File: src/rtl/dma8_engine.sv
module dma8_engine #(
  parameter int NCH  = 8,
  parameter int AW   = 32,
  parameter int BLKW = 4,
  parameter int TRW  = 16,
  localparam int CW  = $clog2(NCH)
) (
  input  logic          clk,
  input  logic          rst_n,
  input  logic          cfg_we,
  input  logic [CW-1:0] cfg_ch,
  input  logic [1:0]    cfg_sel,
  input  logic [31:0]   cfg_wdata,
  input  logic [NCH-1:0] dreq_i,
  output logic          m_req,
  output logic          m_we,
  output logic [AW-1:0] m_addr,
  output logic [1:0]    m_size,
  output logic [31:0]   m_wdata,
  input  logic [31:0]   m_rdata,
  input  logic          m_ack,
  output logic [NCH-1:0] done_o,
  output logic [NCH-1:0] irq_o
);
  localparam logic [1:0] M_BURST  = 2'd1;
  localparam logic [1:0] M_DEMAND = 2'd2;

  typedef enum logic [1:0] {S_IDLE, S_RD, S_WR} st_t;

  logic [AW-1:0]   src_q [NCH];
  logic [AW-1:0]   dst_q [NCH];
  logic [1:0]      size_q [NCH];
  logic [1:0]      mode_q [NCH];
  logic [BLKW-1:0] blk_q [NCH];
  logic [TRW-1:0]  tleft_q [NCH];
  logic [NCH-1:0]  en_q, sfix_q, dfix_q, ie_q, pend_q, run_q, done_q, req_q;

  st_t             st;
  logic [CW-1:0]   cur, gnt;
  logic [BLKW-1:0] ecnt;
  logic [31:0]     dat_q;
  logic [NCH-1:0]  elig;
  logic [AW-1:0]   step;
  logic [31:0]     rmask;
  logic            unused_bits;

  assign unused_bits = ^cfg_wdata[11:8];

  always_comb begin
    for (int i = 0; i < NCH; i++)
      elig[i] = en_q[i] & (pend_q[i] | run_q[i] | (mode_q[i] == M_DEMAND && dreq_i[i]));
    gnt = '0;
    for (int i = NCH - 1; i >= 0; i--)
      if (elig[i]) gnt = CW'(i);
  end

  assign step    = AW'(1) << size_q[cur];
  assign rmask   = (size_q[cur] == 2'd0) ? 32'h0000_00FF :
                   (size_q[cur] == 2'd1) ? 32'h0000_FFFF : 32'hFFFF_FFFF;
  assign m_req   = (st != S_IDLE);
  assign m_we    = (st == S_WR);
  assign m_addr  = (st == S_WR) ? dst_q[cur] : src_q[cur];
  assign m_size  = size_q[cur];
  assign m_wdata = dat_q;
  assign done_o  = done_q;
  assign irq_o   = done_q & ie_q;

  always_ff @(posedge clk) begin
    if (!rst_n) begin
      for (int i = 0; i < NCH; i++) begin
        src_q[i]   <= '0;
        dst_q[i]   <= '0;
        size_q[i]  <= '0;
        mode_q[i]  <= '0;
        blk_q[i]   <= '0;
        tleft_q[i] <= '0;
      end
      {en_q, sfix_q, dfix_q, ie_q} <= '0;
      {pend_q, run_q, done_q, req_q} <= '0;
      st    <= S_IDLE;
      cur   <= '0;
      ecnt  <= '0;
      dat_q <= '0;
    end else begin
      unique case (st)
        S_IDLE: if (|elig) begin
          cur         <= gnt;
          ecnt        <= '0;
          pend_q[gnt] <= 1'b0;
          if (mode_q[gnt] == M_BURST) run_q[gnt] <= 1'b1;
          st          <= S_RD;
        end
        S_RD: if (m_ack) begin
          dat_q <= m_rdata & rmask;
          st    <= S_WR;
        end
        S_WR: if (m_ack) begin
          if (!sfix_q[cur]) src_q[cur] <= src_q[cur] + step;
          if (!dfix_q[cur]) dst_q[cur] <= dst_q[cur] + step;
          if (ecnt == blk_q[cur]) begin
            st <= S_IDLE;
            if (tleft_q[cur] == '0) begin
              en_q[cur]   <= 1'b0;
              run_q[cur]  <= 1'b0;
              done_q[cur] <= 1'b1;
            end else begin
              tleft_q[cur] <= tleft_q[cur] - 1'b1;
            end
          end else begin
            ecnt <= ecnt + 1'b1;
            st   <= S_RD;
          end
        end
        default: st <= S_IDLE;
      endcase

      for (int i = 0; i < NCH; i++) begin
        req_q[i] <= dreq_i[i];
        if (dreq_i[i] && !req_q[i] && en_q[i] && mode_q[i] != M_DEMAND)
          pend_q[i] <= 1'b1;
      end

      if (cfg_we) begin
        unique case (cfg_sel)
          2'd0: src_q[cfg_ch] <= AW'(cfg_wdata);
          2'd1: dst_q[cfg_ch] <= AW'(cfg_wdata);
          2'd2: begin
            en_q[cfg_ch]    <= cfg_wdata[0];
            size_q[cfg_ch]  <= (cfg_wdata[2:1] == 2'd3) ? 2'd2 : cfg_wdata[2:1];
            mode_q[cfg_ch]  <= cfg_wdata[4:3];
            sfix_q[cfg_ch]  <= cfg_wdata[5];
            dfix_q[cfg_ch]  <= cfg_wdata[6];
            ie_q[cfg_ch]    <= cfg_wdata[7];
            blk_q[cfg_ch]   <= cfg_wdata[12 +: BLKW];
            tleft_q[cfg_ch] <= cfg_wdata[16 +: TRW];
            run_q[cfg_ch]   <= 1'b0;
            pend_q[cfg_ch]  <= 1'b0;
            if (cfg_wdata[0]) done_q[cfg_ch] <= 1'b0;
          end
          default: for (int i = 0; i < NCH; i++)
            if (cfg_wdata[i]) pend_q[i] <= 1'b1;
        endcase
      end
    end
  end

  a_r11_hold: assert property (@(posedge clk) disable iff (!rst_n)
    (m_req && !m_ack) |=> (m_req && $stable(m_addr) && $stable(m_we)));

  a_r11_rd_then_wr: assert property (@(posedge clk) disable iff (!rst_n)
    (m_req && !m_we && m_ack) |=> (m_req && m_we));

  a_r4_size_code: assert property (@(posedge clk) disable iff (!rst_n)
    m_req |-> (m_size != 2'd3));

  a_r9_no_preempt: assert property (@(posedge clk) disable iff (!rst_n)
    (st != S_IDLE && $past(st) != S_IDLE) |-> (cur == $past(cur)));

  for (genvar g = 0; g < NCH; g++) begin : g_chk
    a_r10_done_at_end: assert property (@(posedge clk) disable iff (!rst_n)
      $rose(done_q[g]) |-> $past(st == S_WR && m_ack && cur == CW'(g)));
  end
endmodule

File: config.mk
export PLATFORM = sky130hd
export DESIGN_NAME = dma8_engine
export DESIGN_NICKNAME = d
export VERILOG_FILES = /design/src/rtl/dma8_engine.sv
export SDC_FILE = /design/constraint.sdc
export NUM_CORES = 1
export LEC_CHECK = 0
export ABC_AREA = 0
export BUFFER_PORTS_ARGS = -buffer_cell sky130_fd_sc_hd__clkbuf_2
export CAP_MARGIN = 10
export CORE_AREA = 2 2 354 269
export DETAILED_ROUTE_END_ITERATION = 8
export DIE_AREA = 0 0 356 271
export PLACE_DENSITY = 0.69
export SLEW_MARGIN = 5
export SYNTH_ARGS = -nofsm -noshare
export SYNTH_HDL_FRONTEND = slang
export SYNTH_SLANG_ARGS = --single-unit
File: constraint.sdc
create_clock -name clk -period 4.8 [get_ports clk]
set_input_delay 1.44 -clock clk [delete_from_list [all_inputs] [get_ports clk]]
set_output_delay 1.44 -clock clk [all_outputs]
set_load 0.01 [all_outputs]
==> results.py <==
metrics = {
    "run_status": {
        "status": "completed",
    },
    "clock_tree": {
        "htree_levels": 3,
        "clkLatencyLatePin_ns": 0.66,
        "cts-buffers-inserted": 81,
        "cts-root-buf": "clkbuf_16",
        "numClockSinks": 812,
        "cts_tree": "yes",
        "clockBufferDepth": 3,
        "clk_pin_slew_worst_paths_ns": 0.07,
    },
    "sta": {
        "hold_viol": 0,
        "hold_slack_ns": 0.453,
        "setup_viol": 0,
        "layout_setup_ws_ns": 0.0601,
        "post-route-period-util_pct": 98.7,
        "grt_setup_unrepaired": "false",
        "tightest_slew_ns": 1.09,
        "tns_ns": 0,
        "clock_skew_ns": 0.0205,
        "fmax_ghz": 0.211,
        "min_period_ns": 4.74,
        "final-max-slew-violation-count": 0,
        "slew_headroom_pct": 25.0,
    },
    "logic_synthesis": {
        "synth.yosys.warnings": 0,
        "syn-instance-count": 3292,
        "synthArstFlopShare_pct": 0,
        "synth_edf_count": 704,
        "ys_seq_elements": 812,
        "synth_nets": 3385,
        "yosysUniqueCellTypes": 88,
        "synth_area_per_cell_um2": 12.6,
        "ys.flop_type": "edfxtp_1",
        "seq_area_frac_synth_pct": 56.1,
        "synth_area_um2": 41600,
    },
    "setup_path": {
        "worstPathMaxFanout": 35,
        "endpoint_kind": "output port",
        "cp.required_ns": 3.36,
        "crit_path_cell_trace": "buf_16, mux4_2, mux2i_1, a21oi_1, clkbuf_2",
        "critPathArrivalTime_ns": 3.30,
        "worstSetupStartpointType": "register",
        "crit_path_max_incr_delay_ns": 0.86,
        "crit_slowest_cell": "mux2i_1",
        "critical_path_class": "reg2out",
    },
    "global_route": {
        "grt_pass1_vias": 30200,
        "grt_max_degree": 82,
        "antenna_found_initial": 8,
        "grt_overflow": 0,
        "grt.total_usage_pct": 29.3,
        "grt_pass1_wl_um": 207000,
    },
    "die": {
        "dieHeight_um": 271,
        "die_area_um2": 96500,
        "rows": 97,
        "start_util_pct": 44.8,
        "core_area_um2": 92700,
        "die_w_um": 356,
        "io-pin-count": 165,
    },
    "drt": {
        "dr.pass1.iters": 6,
        "wl_um": 145000,
        "drtIter0Drc": 5116,
        "drc": 0,
        "ant_nets": 0,
        "wl_per_cell_um": 30.7,
        "vias": 31500,
        "avgViaCountPerCell": 6.70,
    },
    "power": {
        "power_density_nw_per_um2": 332,
        "power_mw": 15.6,
        "irDropWorstVdd_mv": 0.276,
        "p_leak_nw": 16.4,
    },
    "placement": {
        "numPlacedInstances": 4555,
        "hpwl_um": 88500,
        "gp_congestion": 0.894,
        "io_buffers": 164,
        "dpl_worst_slack_ns": 0.445,
    },
    "layout": {
        "nFillCells": 7886,
        "instances_no_fill": 4709,
        "seq_area_um2": 23300,
        "drive_gt1_share_pct": 21.6,
        "mostFrequentLayoutCell": "edfxtp_1",
        "layout-area-overhead-vs-synth_pct": 13.1,
        "layout.nets": 3495,
        "multiInputGateArea_um2": 17100,
        "mostFrequentLayoutCells": "edfxtp_1, nand2_1, a22o_1",
    },
    "job": {
        "maxCapViolCount": 0,
    },
    "worst_hold_path": {
        "hp-start": "m_wdata[10]$_SDFFE_PN0P_",
        "hp-class": "reg2reg",
    },
}
report_power, final:
part	switching, mW	leakage (nW)	total, mW	internal, mW
Combinational	0.800	7.47	1.14	0.335
Sequential	0.104	7.64	8.08	7.98
Clock	2.84	1.26	6.38	3.55
Total	3.74	16.4	15.6	11.9
kinds of logic after synthesis:
group / Yosys count / share of synthesized area [%]
mux: 277 / 12.1
flops: 812 / 56.1
simple gates: 927 / 10.5
compound gates: 862 / 15.3
xor+xnor: 77 / 1.89
fa+ha+maj: 12 / 0.397
buf+inv: 325 / 3.68
what timing repair did:
item	CTS	global route
hold buffers	0	0
endpoints found under the setup margin	8	9
setup buffers	0	0
gates cloned	0	1
resized for setup	4	3
state kept, by name (all words and copies together), names as in the netlist, 8 cells and up, named ones only:
signal,count
req_q,8
size_q,16
blk_q,32
src_q,256
dfix_q,8
done_o,8
ie_q,8
mode_q,16
dst_q,256
tleft_q,128
run_q,8
m_wdata,32
pend_q,8
sfix_q,8
en_q,8
worst max-delay path, delay by kind of cell (launching register included):
kind,cells,cell delay (ns)
muxes,2,1.41
AOI/OAI and AO/OA,1,0.24
buffers and inverters,2,0.51
DFF,1,0.46
cell type report:
type | instances | area share (%)
diodes | 4 | 0.0213
clock buffers | 100 | 4.80
clock inverters | 49 | 0.716
inverters | 23 | 0.194
multi-input cells | 2155 | 36.3
flip-flops and latches | 812 | 49.6
well taps | 1237 | 3.29
repair buffers | 329 | 5.09
cells in the mapped netlist, types with 6 or more instances:
cell type | number | area, um^2
mux4_2 | 161 | 3630
mux4_1 | 14 | 368
xor2_1 | 25 | 219
nor2_1 | 150 | 563
xnor2_1 | 37 | 324
clkbuf_1 | 217 | 815
dfxtp_1 | 108 | 2160
nor3_1 | 42 | 210
a31oi_1 | 15 | 93.8
nor4_2 | 6 | 75.1
o21bai_1 | 8 | 60.1
nand4_1 | 18 | 113
o31a_1 | 6 | 52.6
or2_2 | 13 | 81.3
a21oi_1 | 93 | 465
a221o_1 | 10 | 100
inv_1 | 18 | 67.6
a22o_1 | 410 | 3590
nand3_1 | 80 | 400
or3_1 | 14 | 87.6
a21o_1 | 6 | 45.0
buf_1 | 22 | 82.6
o31ai_1 | 16 | 120
a31o_2 | 17 | 149
and2_1 | 57 | 357
buf_2 | 23 | 115
buf_12 | 6 | 120
nand3b_1 | 18 | 135
and3_1 | 41 | 257
and3b_1 | 8 | 70.1
xnor2_2 | 12 | 195
buf_6 | 7 | 78.8
nand2b_1 | 9 | 56.3
ha_1 | 10 | 125
a211oi_1 | 13 | 97.6
nand2_1 | 429 | 1610
o21ai_0 | 214 | 1070
nor3b_1 | 8 | 60.1
mux2i_1 | 96 | 961
edfxtp_1 | 704 | 21100
buf_4 | 19 | 143
routing by layer:
metal	routed length, um	track usage, %
met3	23600	10.6
met4	4210	9.16
met1	54500	40.9
met5	168	0.850
met2	62100	42.4
worst paths after layout:
check             depth (start not counted)                       end  slack, ns
setup / recovery                          5                m_addr[14]       0.06
hold / removal                            2  m_wdata[10]$_SDFFE_PN0P_       0.45
setup reg to reg                         13    dst_q[6][22]$_DFFE_PP_       0.26
hold reg to reg                           2  m_wdata[10]$_SDFFE_PN0P_       0.45
stage by stage:
| step | area, um^2 | utilization (%) |
|---|---|---|
| after floorplan | 41600 | - |
| after global placement | 44400 | 47.8 |
| after detailed placement | 44400 | 47.8 |
| after CTS | 47000 | 50.7 |
| after global routing | 47000 | 50.7 |
| final | 47000 | 50.7 |
(Power assumes the default switching activity.)
